==> config.mk <==
export PLATFORM = sky130hd
export DESIGN_NAME = fma_special_resolver
export DESIGN_NICKNAME = d
export VERILOG_FILES = /design/src/rtl/fma_sc_pkg.sv /design/src/rtl/fma_sc_classify.sv /design/src/rtl/fma_sc_nan_pick.sv /design/src/rtl/fma_sc_decide.sv /design/src/rtl/fma_special_resolver.sv
export SDC_FILE = /design/constraint.sdc
export NUM_CORES = 1
export LEC_CHECK = 0
export BUFFER_PORTS_ARGS = -buffer_cell sky130_fd_sc_hd__buf_2
export CAP_MARGIN = 20
export CORE_MARGIN = 2
export CORE_UTILIZATION = 35
export CTS_BUF_LIST = sky130_fd_sc_hd__clkbuf_8
export CTS_CLUSTER_SIZE = 25
export DETAILED_ROUTE_END_ITERATION = 8
export PLACE_DENSITY = 0.69
export SLEW_MARGIN = 0
export SYNTH_ARGS = -nofsm -noshare
export SYNTH_HDL_FRONTEND = slang
export SYNTH_SLANG_ARGS = --single-unit
==> constraint.sdc <==
create_clock -name clk -period 4.55 [get_ports clk]
set_clock_uncertainty 0.1 [all_clocks]
set_input_delay 0.91 -clock clk [delete_from_list [all_inputs] [get_ports clk]]
set_output_delay 0.91 -clock clk [all_outputs]
set_load 0.005 [all_outputs]
==> src/rtl/fma_sc_pkg.sv <==
package fma_sc_pkg;
   typedef enum logic [2:0] {
      CLS_ZERO = 3'd0,
      CLS_SUB  = 3'd1,
      CLS_NORM = 3'd2,
      CLS_INF  = 3'd3,
      CLS_QNAN = 3'd4,
      CLS_SNAN = 3'd5
   } opclass_e;
endpackage

==> src/rtl/fma_sc_classify.sv <==
module fma_sc_classify
   import fma_sc_pkg::*;
#(
   parameter int EXP_W  = 11,
   parameter int FRAC_W = 52,
   localparam int W     = 1 + EXP_W + FRAC_W
) (
   input  logic [W-1:0] operand,
   output opclass_e     cls
);
   logic [EXP_W-1:0]  exp_f;
   logic [FRAC_W-1:0] frac_f;

   assign exp_f  = operand[W-2:FRAC_W];
   assign frac_f = operand[FRAC_W-1:0];

   always_comb begin
      if (&exp_f) begin
         if (frac_f == '0)           cls = CLS_INF;
         else if (frac_f[FRAC_W-1])  cls = CLS_QNAN;
         else                        cls = CLS_SNAN;
      end else if (exp_f == '0) begin
         cls = (frac_f == '0) ? CLS_ZERO : CLS_SUB;
      end else begin
         cls = CLS_NORM;
      end
   end
endmodule

==> src/rtl/fma_sc_nan_pick.sv <==
module fma_sc_nan_pick
   import fma_sc_pkg::*;
#(
   parameter int EXP_W  = 11,
   parameter int FRAC_W = 52,
   localparam int W     = 1 + EXP_W + FRAC_W
) (
   input  logic [W-1:0] z_op,
   input  logic [W-1:0] x_op,
   input  logic [W-1:0] y_op,
   input  opclass_e     z_cls,
   input  opclass_e     x_cls,
   input  opclass_e     y_cls,
   output logic         nan_hit,
   output logic         nan_sig,
   output logic [W-1:0] nan_val
);
   localparam logic [W-1:0] QUIET_BIT = W'(1) << (FRAC_W - 1);

   always_comb begin
      nan_hit = 1'b1;
      nan_sig = 1'b1;
      nan_val = '0;
      if (z_cls == CLS_SNAN)       nan_val = z_op | QUIET_BIT;
      else if (x_cls == CLS_SNAN)  nan_val = x_op | QUIET_BIT;
      else if (y_cls == CLS_SNAN)  nan_val = y_op | QUIET_BIT;
      else begin
         nan_sig = 1'b0;
         if (z_cls == CLS_QNAN)       nan_val = z_op;
         else if (x_cls == CLS_QNAN)  nan_val = x_op;
         else if (y_cls == CLS_QNAN)  nan_val = y_op;
         else                         nan_hit = 1'b0;
      end
   end
endmodule

==> src/rtl/fma_sc_decide.sv <==
module fma_sc_decide
   import fma_sc_pkg::*;
#(
   parameter int EXP_W              = 11,
   parameter int FRAC_W             = 52,
   localparam int W                 = 1 + EXP_W + FRAC_W,
   parameter logic [W-1:0] DEF_NAN  = {1'b0, {EXP_W{1'b1}}, 1'b1, {(FRAC_W-1){1'b0}}}
) (
   input  opclass_e     z_cls,
   input  opclass_e     x_cls,
   input  opclass_e     y_cls,
   input  logic [W-2:0] z_mag,
   input  logic         p_sign,
   input  logic         a_sign,
   input  logic         rnd_down,
   output logic         spc_hit,
   output logic         spc_inv,
   output logic [W-1:0] spc_val
);
   localparam logic [W-2:0] INF_MAG = {{EXP_W{1'b1}}, {FRAC_W{1'b0}}};

   logic x_zero, y_zero, x_inf, y_inf, z_zero, z_inf;
   logic inf_times_zero, prod_inf, prod_zero;

   assign x_zero = (x_cls == CLS_ZERO);
   assign y_zero = (y_cls == CLS_ZERO);
   assign x_inf  = (x_cls == CLS_INF);
   assign y_inf  = (y_cls == CLS_INF);
   assign z_zero = (z_cls == CLS_ZERO);
   assign z_inf  = (z_cls == CLS_INF);

   assign inf_times_zero = (x_inf && y_zero) || (x_zero && y_inf);
   assign prod_inf       = x_inf || y_inf;
   assign prod_zero      = x_zero || y_zero;

   always_comb begin
      spc_hit = 1'b1;
      spc_inv = 1'b0;
      spc_val = '0;
      if (inf_times_zero) begin
         spc_inv = 1'b1;
         spc_val = DEF_NAN;
      end else if (prod_inf) begin
         if (z_inf && (a_sign != p_sign)) begin
            spc_inv = 1'b1;
            spc_val = DEF_NAN;
         end else begin
            spc_val = {p_sign, INF_MAG};
         end
      end else if (prod_zero) begin
         if (z_zero && (a_sign != p_sign)) spc_val = {rnd_down, {(W-1){1'b0}}};
         else                              spc_val = {a_sign, z_mag};
      end else if (z_inf) begin
         spc_val = {a_sign, INF_MAG};
      end else begin
         spc_hit = 1'b0;
      end
   end
endmodule

==> src/rtl/fma_special_resolver.sv <==
module fma_special_resolver
   import fma_sc_pkg::*;
#(
   parameter int EXP_W              = 11,
   parameter int FRAC_W             = 52,
   localparam int W                 = 1 + EXP_W + FRAC_W,
   parameter logic [W-1:0] DEF_NAN  = {1'b0, {EXP_W{1'b1}}, 1'b1, {(FRAC_W-1){1'b0}}}
) (
   input  logic         clk,
   input  logic         rst_n,
   input  logic [W-1:0] op_z,
   input  logic [W-1:0] op_x,
   input  logic [W-1:0] op_y,
   input  logic         neg_prod,
   input  logic         neg_add,
   input  logic         rnd_down,
   output logic         byp_valid,
   output logic [W-1:0] byp_result,
   output logic         invalid,
   output logic         prod_sign,
   output logic         add_sign
);
   localparam int N_OPS = 3;

   if (EXP_W < 2 || FRAC_W < 2) begin : g_bad_width
      $error("fma_special_resolver: EXP_W and FRAC_W must each be at least 2");
   end
   if (!(&DEF_NAN[W-2:FRAC_W]) || !DEF_NAN[FRAC_W-1]) begin : g_bad_nan
      $error("fma_special_resolver: DEF_NAN must encode a quiet NaN");
   end

   logic [W-1:0] ops [N_OPS];
   opclass_e     cls [N_OPS];

   assign ops[0] = op_z;
   assign ops[1] = op_x;
   assign ops[2] = op_y;

   for (genvar i = 0; i < N_OPS; i++) begin : g_cls
      fma_sc_classify #(.EXP_W(EXP_W), .FRAC_W(FRAC_W)) u_cls (
         .operand (ops[i]),
         .cls     (cls[i])
      );
   end

   logic         p_sign_c, a_sign_c;
   logic         nan_hit, nan_sig, spc_hit, spc_inv;
   logic [W-1:0] nan_val, spc_val;

   assign p_sign_c = op_x[W-1] ^ op_y[W-1] ^ neg_prod;
   assign a_sign_c = op_z[W-1] ^ neg_add;

   fma_sc_nan_pick #(.EXP_W(EXP_W), .FRAC_W(FRAC_W)) u_nan (
      .z_op    (op_z),
      .x_op    (op_x),
      .y_op    (op_y),
      .z_cls   (cls[0]),
      .x_cls   (cls[1]),
      .y_cls   (cls[2]),
      .nan_hit (nan_hit),
      .nan_sig (nan_sig),
      .nan_val (nan_val)
   );

   fma_sc_decide #(.EXP_W(EXP_W), .FRAC_W(FRAC_W), .DEF_NAN(DEF_NAN)) u_dec (
      .z_cls    (cls[0]),
      .x_cls    (cls[1]),
      .y_cls    (cls[2]),
      .z_mag    (op_z[W-2:0]),
      .p_sign   (p_sign_c),
      .a_sign   (a_sign_c),
      .rnd_down (rnd_down),
      .spc_hit  (spc_hit),
      .spc_inv  (spc_inv),
      .spc_val  (spc_val)
   );

   always_ff @(posedge clk) begin
      if (!rst_n) begin
         byp_valid  <= 1'b0;
         byp_result <= '0;
         invalid    <= 1'b0;
         prod_sign  <= 1'b0;
         add_sign   <= 1'b0;
      end else begin
         prod_sign <= p_sign_c;
         add_sign  <= a_sign_c;
         if (nan_hit) begin
            byp_valid  <= 1'b1;
            byp_result <= nan_val;
            invalid    <= nan_sig;
         end else begin
            byp_valid  <= spc_hit;
            byp_result <= spc_val;
            invalid    <= spc_inv;
         end
      end
   end
endmodule

==> results.tsv, run 1 <==
metric	value	unit
timing.hold.worst.class	in2reg	
post_drt_wl_per_cell	21.4	um
internal_power	1.06	mW
cts.repair_timing.setup_buffer_count	0	
layout_common_cells	sky130_fd_sc_hd__buf_2 (264), sky130_fd_sc_hd__a21oi_1 (116), sky130_fd_sc_hd__o21ai_0 (114)	
grt_max_degree	65	
core	15300	sq um
synth-seq-area-share	24.6	%
cts_max_path_buffers	2	
total_congestion_overflow_after_global_routing	0	
post_synthesis_sequential_element_count	68	
wirelength	25.8	mm
synth_area_leaders	sky130_fd_sc_hd__dfxtp_1 (25%), sky130_fd_sc_hd__a21oi_1 (11%), sky130_fd_sc_hd__o21ai_0 (10%)	
final_critical_path_time_including_i_o_delays_and_setup	3.95	ns
layoutNonFillerInstCount	1203	
net_count_of_the_mapped_netlist	963	
row_cnt	45	
final_layout_size_suffix_gt1_share	36.7	%
starting_utilization_of_the_core_area	36.1	%
leading_cell_type_in_the_layout_fill_and_taps_excluded	sky130_fd_sc_hd__buf_2	
cp_data_arrival_time	4.14	ns
critical_path.startpoint_type	input pin	
status	completed	
detailedRoute.firstIterationViolations	950	
power.share.clock	44.8	%
routed-via-count	7655	
grt_util_all_layers	29.0	%
hold_violations	0	
cts-hold-fix-buffers	0	
max-slew-margin-rel	37.2	%
detailed_router_iteration_count_before_antenna_repair	6	
criticalPathCategory	in2reg	
tightest_slew	0.942	ns
clock-root-buffer	sky130_fd_sc_hd__clkbuf_8	
cp_max_fo	33	
gp_routability_congestion	0.896	
achievable-frequency	0.253	GHz
clock_tree.htree_level_count	3	
leakage	2.90	nW
final-max-slew-violation-count	0	
layout_worst_path_cycle_share	86.8	%
layout-area-overhead-vs-synth	32.7	%
synthesis.yosys.warnings	0	
final_antenna_net_count	0	
die_width	130	um
syn-instance-count	766	
setup_total_negative_slack	0	ns
power.share.switching	27.0	%
synth-edff-count	0	
placed_cells	1187	
drc	0	
viasPerCell	6.36	
power_switching	0.392	mW
avgSynthCellArea	7.22	sq um
unrepaired_setup_endpoints_after_global_routing	false	
clk_transition_reported_paths	0.08	ns
comb_power_share	14.0	%
first_pass_grt_wire_length	37.7	mm
most_used_flip_flop_cell_after_synthesis	sky130_fd_sc_hd__dfxtp_1	
synth.largest_area_cell	sky130_fd_sc_hd__dfxtp_1	
n_antenna_cell	0	
die-height	130	um
power_density_cells	197	nW/um^2
mappedNetlistArea	5530	sq um
max_cap_violations	0	
p_seq_share	41.2	%
detailedPlacementHpwl	18.3	mm
required	4.74	ns
nNetsFinal	1184	
antenna_found_initial	0	
synth-async-reset-ratio	0	%
design.portCount	265	
tritoncts_num_sinks	68	
via_count_of_the_first_global_routing_pass	6671	
cts_tree	yes	
dieArea	16800	sq um
vdd.ir_drop.worst	0.171	mV
finalSetupViolCount	0	
resized_cells_post_cts	0	
final_core_util	47.9	%
critical_path.endpoint_type	flop	
post-synth-top-area-fraction	24.6	%
numCtsBuffers	9	
number_of_buffers_added_on_ports	264	
synthDistinctLibCells	41	
sequential cells by signal (all words and copies together) (netlist names):
name	flops
byp_result	64
add_sign	1
byp_valid	1
invalid	1
prod_sign	1
layout make-up:
class / instances / area, sq um
inverter: 6 / 22.5
clock buffer: 10 / 138
clock inverter: 6 / 111
fill: 1551 / 7980
sequential: 68 / 1360
tap: 211 / 264
timing repair buffer: 286 / 1540
multi-input combinational: 616 / 3910
power by group through the flow:
| stage | registers (mW) | logic (mW) | clock network [mW] |
|---|---|---|---|
| floorplan | 0.611 | 0.0389 | 0 |
| global placement | 0.611 | 0.196 | 0 |
| detailed placement | 0.611 | 0.196 | 0 |
| CTS | 0.596 | 0.196 | 0.657 |
| global route | 0.597 | 0.213 | 0.691 |
| finish | 0.596 | 0.203 | 0.649 |
final timing paths:
path | start | end | slack (ns) | cells past startpoint
max | op_z[20] | byp_result[24] | 0.60 | 10
min | op_z[60] | byp_result[60] | 0.71 | 3
metal layers:
layer / vias up / track usage [%] / routed length [um]
met5: - / 0 / 0
li1: 3478 / - / -
met2: 587 / 44.4 / 11400
met3: 64 / 7.72 / 3210
met4: 0 / 11.3 / 822
met1: 3526 / 38.9 / 10400
worst max-delay path, cell delays in order:
cell and delay, ns:
sky130_fd_sc_hd__buf_2 0.12, sky130_fd_sc_hd__nor4_1 0.64, sky130_fd_sc_hd__nand4_1 0.30, sky130_fd_sc_hd__or4_1 0.64, sky130_fd_sc_hd__a222oi_1 0.39, sky130_fd_sc_hd__o31ai_1 0.29, sky130_fd_sc_hd__nor2_4 0.17, sky130_fd_sc_hd__buf_4 0.36
sky130_fd_sc_hd__o21ai_0 0.16, sky130_fd_sc_hd__a21oi_1 0.13
cells by family (layout without fill, tap and decap cells):
kind of cell / Yosys count / after routing / synth area share, %
xor+xnor: 4 / 4 / 0.634
simple gates: 221 / 221 / 24.1
flops: 68 / 68 / 24.6
mux: 2 / 2 / 0.362
buf+inv: 82 / 308 / 5.97
compound gates: 389 / 389 / 44.3
per-stage QoR:
stage / hold slack (ns) / total power, mW / setup WS [ns] / cell area, sq um
after floorplan: 0.950 / 0.650 / 1.30 / 5530
after global placement: 1.08 / 0.807 / 0.483 / 7090
after detailed placement: 1.08 / 0.806 / 0.309 / 7090
after CTS: 0.688 / 1.45 / 0.704 / 7340
after global routing: 0.693 / 1.50 / 0.538 / 7340
final: 0.710 / 1.45 / 0.599 / 7340
synth_stat cells (2+ instances only):
master	n
sky130_fd_sc_hd__a22oi_1	3
sky130_fd_sc_hd__a21boi_0	50
sky130_fd_sc_hd__inv_1	6
sky130_fd_sc_hd__o21ai_1	41
sky130_fd_sc_hd__o221a_2	50
sky130_fd_sc_hd__buf_4	5
sky130_fd_sc_hd__nor2_1	4
sky130_fd_sc_hd__xor2_1	2
sky130_fd_sc_hd__o21ai_0	114
sky130_fd_sc_hd__o31ai_1	2
sky130_fd_sc_hd__a41oi_1	2
sky130_fd_sc_hd__mux2i_1	2
sky130_fd_sc_hd__xnor2_1	2
sky130_fd_sc_hd__a21oi_1	116
sky130_fd_sc_hd__or4_1	4
sky130_fd_sc_hd__and4_1	55
sky130_fd_sc_hd__nor4_1	52
sky130_fd_sc_hd__nor3_1	5
sky130_fd_sc_hd__clkbuf_1	67
sky130_fd_sc_hd__nand3_1	11
sky130_fd_sc_hd__nand2_1	70
sky130_fd_sc_hd__a21o_1	2
sky130_fd_sc_hd__dfxtp_1	68
sky130_fd_sc_hd__and3_1	4
sky130_fd_sc_hd__buf_2	3
sky130_fd_sc_hd__nand4_1	10
sky130_fd_sc_hd__and2_1	2
(Power assumes the default switching activity.)
==> inputs of run 2 (changes only) <==
ABC_AREA = 1   (was unset)
PLACE_DENSITY = 0.67   (was 0.69)
==> results.tsv, run 2 <==
metric	value	unit
status	completed	
tightest_slew	1.01	ns
clock_tree.htree_level_count	3	
leading_cell_type_in_the_layout_fill_and_taps_excluded	sky130_fd_sc_hd__nand2_1	
mappedNetlistArea	6660	sq um
cp_max_fo	44	
numCtsBuffers	9	
layoutNonFillerInstCount	1706	
slowest_delay	0.55	ns
synthDistinctLibCells	35	
max_cap_violations	0	
gp_routability_congestion	0.849	
crit_top_cell	sky130_fd_sc_hd__nand3_1	
worstSetupPathDepth	12	
final-max-slew-violation-count	0	
total_congestion_overflow_after_global_routing	0	
synth.largest_area_cell	sky130_fd_sc_hd__nand2_1	
post_synthesis_sequential_element_count	68	
grt_max_degree	55	
detailedPlacementHpwl	18.6	mm
viasPerCell	5.22	
critical-path-slowest-cell	sky130_fd_sc_hd__nor2_4	
fillers	2082	
cts_max_path_buffers	2	
combined_area_of_the_multi_input_logic_cells	4400	sq um
setup_total_negative_slack	0	ns
layout_common_cells	sky130_fd_sc_hd__nand2_1 (429), sky130_fd_sc_hd__nand3_1 (307), sky130_fd_sc_hd__buf_2 (264)	
hold_violations	0	
unrepaired_setup_endpoints_after_global_routing	false	
synth_area_leaders	sky130_fd_sc_hd__nand2_1 (24%), sky130_fd_sc_hd__nand3_1 (23%), sky130_fd_sc_hd__dfxtp_1 (20%)	
post_synth_most_frequent_cells	sky130_fd_sc_hd__nand2_1 (430), sky130_fd_sc_hd__nand3_1 (309), sky130_fd_sc_hd__inv_1 (129)	
max_reg_flops	64	
timing.hold.worst.class	in2reg	
detailedRoute.firstIterationViolations	755	
syn-instance-count	1255	
final_layout_size_suffix_gt1_share	22.2	%
final-seq-area	1360	sq um
layout_worst_path_cycle_share	75.7	%
power	1.38	mW
row_cnt	50	
synth-seq-area-share	20.4	%
layout-area-overhead-vs-synth	23.4	%
synth-edff-count	0	
max-slew-margin-rel	32.7	%
grt_util_all_layers	24.9	%
clk_transition_reported_paths	0.09	ns
final_critical_path_time_including_i_o_delays_and_setup	3.44	ns
cts_tree	yes	
placed_cells	1688	
final.setup.worst_slack	1.11	ns
starting_utilization_of_the_core_area	35.6	%
nNetsFinal	1663	
drc	0	
finalSetupViolCount	0	
synthMostInstantiatedCell	sky130_fd_sc_hd__nand2_1	
antenna_found_initial	4	
wirelength	25.9	mm
tritoncts_num_sinks	68	
leakage	4.66	nW
path_buf_inv	5	
core	18700	sq um
routed-via-count	8912	
vdd.ir_drop.worst	0.126	mV
clock-root-buffer	sky130_fd_sc_hd__clkbuf_8	
synthesis.yosys.warnings	0	
min_path_cells	3	
net_count_of_the_mapped_netlist	1452	
post-synth-top-area-fraction	24.2	%
critical-path-top-delay-family	simple AND/OR/NAND/NOR gates	
critical_path.endpoint_type	flop	
critical_path.cell_chain	buf_2 -> inv_1 -> nor3_1 -> nand3_1 -> inv_2 -> o211ai_1 -> nor2_4 -> inv_2 -> nand3_1 -> nand3_1 -> nand2_1 -> inv_1	
number_of_buffers_added_on_ports	264	
detailed_router_iteration_count_before_antenna_repair	6	
design.portCount	265	
resized_cells_post_cts	0	
final_antenna_net_count	0	
first_pass_grt_wire_length	40.1	mm
criticalPathCategory	in2reg	
dieArea	20200	sq um
critical_path.startpoint_type	input pin	
cts.repair_timing.setup_buffer_count	0	
max_flop_register	byp_result	
required	4.72	ns
via_count_of_the_first_global_routing_pass	7954	
die-height	142	um
post_drt_wl_per_cell	15.2	um
most_used_flip_flop_cell_after_synthesis	sky130_fd_sc_hd__dfxtp_1	
power_density_cells	167	nW/um^2
cp_data_arrival_time	3.61	ns
pre_cts_slack	0.313	ns
avgSynthCellArea	5.31	sq um
achievable-frequency	0.290	GHz
synth-async-reset-ratio	0	%
die_width	142	um
cts-hold-fix-buffers	0	
[run 2: metrics by stage]
step / hold WS (ns) / util [%] / area [sq um]
after global routing: 0.671 / 44.0 / 8220
after CTS: 0.663 / 43.8 / 8190
after floorplan: 0.951 / - / 6660
after detailed placement: 1.07 / 42.7 / 7990
final: 0.684 / 44.0 / 8220
after global placement: 1.06 / 42.7 / 7990
[run 2: final timing paths]
path | end | start
max | byp_result[22] | op_z[60]
min | byp_result[58] | op_z[58]
[run 2: area by class of cell]
type / count / share of cell area [%]
diodes: 1 / 0.0304
clock buffers: 9 / 1.51
clock inverters: 7 / 0.974
inverters: 139 / 6.34
multi-input cells: 971 / 53.5
flip-flops and latches: 68 / 16.6
well taps: 234 / 3.56
repair buffers: 277 / 17.5
[run 2: kinds of logic after synthesis]
| kind of cell | Yosys count | synth area share [%] |
|---|---|---|
| XOR/XNOR | 4 | 0.526 |
| AO/OA/AOI/OAI | 80 | 6.29 |
| AND/OR/NAND/NOR | 887 | 58.9 |
| buffers and inverters | 216 | 13.9 |
| flip-flops | 68 | 20.4 |
[run 2: tightest hold or removal path, cell delays in order]
cell,delay (ns)
sky130_fd_sc_hd__buf_2,0.09
sky130_fd_sc_hd__a21oi_1,0.05
sky130_fd_sc_hd__nor2_1,0.07
[run 2: layer usage]
| layer | GRT usage (%) | wire (um) | vias to the layer above |
|---|---|---|---|
| li1 | - | - | 4442 |
| met1 | 32.1 | 10900 | 3933 |
| met2 | 41.9 | 12000 | 493 |
| met3 | 5.18 | 2490 | 42 |
| met4 | 7.47 | 420 | 2 |
| met5 | 0 | 16 | - |
[run 2: power by group]
part	total, mW	internal (mW)	switching [mW]	leakage (nW)
Clock	0.559	0.261	0.298	0.0973
Sequential	0.597	0.596	0.000523	0.548
Combinational	0.220	0.0823	0.138	4.01
Total	1.38	0.940	0.436	4.66
==> inputs of run 3 (changes only) <==
clock period = 3.5 ns   (was 4.55 ns; I/O delays follow)
==> results.tsv, run 3 (same netlist as run 2, synthesis figures left out) <==
metric	value	unit
max_cap_violations	0	
clock-root-buffer	sky130_fd_sc_hd__clkbuf_8	
n_antenna_cell	0	
via_count_of_the_first_global_routing_pass	8000	
hold_violations	0	
achievable-frequency	0.355	GHz
crit_top_cell	sky130_fd_sc_hd__nand2_1	
cts-hold-fix-buffers	0	
criticalPathCategory	in2reg	
layout-area-overhead-vs-synth	24.1	%
number_of_buffers_added_on_ports	264	
antenna_found_initial	2	
leakage	4.69	nW
core	18700	sq um
tightest_slew	1.03	ns
final_critical_path_time_including_i_o_delays_and_setup	2.81	ns
resized_cells_post_cts	0	
routed-via-count	8943	
starting_utilization_of_the_core_area	35.6	%
cts_max_path_buffers	2	
cp_data_arrival_time	3.05	ns
detailedPlacementHpwl	19.2	mm
finalSetupViolCount	0	
die-height	142	um
dieArea	20200	sq um
final-max-slew-violation-count	0	
final.setup.worst_slack	0.687	ns
wirelength	26.6	mm
layout_common_cells	sky130_fd_sc_hd__nand2_1 (429), sky130_fd_sc_hd__nand3_1 (307), sky130_fd_sc_hd__buf_2 (264)	
vdd.ir_drop.worst	0.142	mV
final_layout_size_suffix_gt1_share	22.5	%
detailed_router_iteration_count_before_antenna_repair	6	
setup_total_negative_slack	0	ns
first_pass_grt_wire_length	41.3	mm
path_buf_inv	3	
critical-path-slowest-cell	sky130_fd_sc_hd__buf_4	
grt_util_all_layers	25.8	%
numCtsBuffers	9	
gp_routability_congestion	0.858	
row_cnt	50	
layout_worst_path_cycle_share	80.4	%
critical_path.endpoint_type	flop	
required	3.73	ns
nNetsFinal	1670	
leading_cell_type_in_the_layout_fill_and_taps_excluded	sky130_fd_sc_hd__nand2_1	
max_flop_register	byp_result	
pre_cts_slack	0.329	ns
clk_transition_reported_paths	0.09	ns
slowest_delay	0.37	ns
timing.hold.worst.class	in2reg	
total_congestion_overflow_after_global_routing	0	
cts_tree	yes	
power_density_cells	209	nW/um^2
grt_max_degree	55	
cp_max_fo	29	
detailedRoute.firstIterationViolations	627	
tritoncts_num_sinks	68	
drc	0	
status	completed	
critical_path.startpoint_type	input pin	
max-slew-margin-rel	31.2	%
clock_tree.htree_level_count	3	
cts.repair_timing.setup_buffer_count	0	
max_reg_flops	64	
design.portCount	265	
critical-path-top-delay-family	simple AND/OR/NAND/NOR gates	
unrepaired_setup_endpoints_after_global_routing	false	
final_antenna_net_count	0	
die_width	142	um
critical_path.cell_chain	buf_2 -> nor2_1 -> nand2_1 -> nor2_1 -> nand2_1 -> nor2_1 -> nand2_1 -> nand2_1 -> nand3_4 -> nor3_4 -> buf_4 -> nand3_1 -> nand3_1 -> nand2_1 -> inv_1	
viasPerCell	5.22	
post_drt_wl_per_cell	15.5	um
==> run 3: changes by cell type in the layout (fill, tap and decap cells not counted) <==
cell                         change
sky130_fd_sc_hd__inv_6           -1
sky130_fd_sc_hd__diode_2         -1
sky130_fd_sc_hd__clkinvlp_4      -1
sky130_fd_sc_hd__buf_16          -1
sky130_fd_sc_hd__clkinv_4        +2
sky130_fd_sc_hd__buf_4           +5
sky130_fd_sc_hd__clkinv_2        +1
sky130_fd_sc_hd__buf_12          +3
sky130_fd_sc_hd__bufinv_16       -1
==> run 3: routing by layer <==
layer	wire, um	part of all wire, %	vias up	global-route usage, %
met5	27	0.10	-	0
li1	-	-	4458	-
met4	603	2.3	4	9.79
met2	12300	46	498	43.2
met1	11300	43	3942	33.2
met3	2380	8.9	41	4.54
==> run 3: final timing paths <==
path	startpoint	to	slack (ns)	cells after the start
worst min-delay path	op_z[59]	byp_result[59]	0.46	3
worst max-delay path	op_y[30]	byp_result[14]	0.69	15
==> run 3: final cells by class <==
| class | instances | area [sq um] |
|---|---|---|
| fillers | 2044 | 10400 |
| flip-flops and latches | 68 | 1360 |
| multi-input cells | 971 | 4400 |
| inverters | 139 | 522 |
| repair buffers | 284 | 1510 |
| well taps | 234 | 293 |
| clock inverters | 7 | 56.3 |
| clock buffers | 9 | 124 |
==> run 3: power breakdown <==
part           leakage [nW]  switching (mW)  internal [mW]
logic                  4.05           0.178          0.107
registers             0.548        0.000492          0.775
clock network        0.0906           0.397          0.266
==> run 3: worst min-delay path, stage by stage <==
cell	delay, ns
sky130_fd_sc_hd__buf_2	0.09
sky130_fd_sc_hd__a21oi_1	0.05
sky130_fd_sc_hd__nor2_1	0.07
==> run 3: through the flow <==
stage / power (mW) / utilization, % / hold WS [ns] / cells / area (sq um)
after global placement: 1.07 / 43.2 / 0.852 / 1696 / 8090
after global routing: 1.80 / 44.2 / 0.455 / 1712 / 8270
final: 1.72 / 44.2 / 0.458 / 1712 / 8270
after CTS: 1.75 / 44.2 / 0.443 / 1712 / 8270
after floorplan: 0.876 / - / 0.741 / 1255 / 6660
after detailed placement: 1.08 / 43.2 / 0.858 / 1696 / 8090
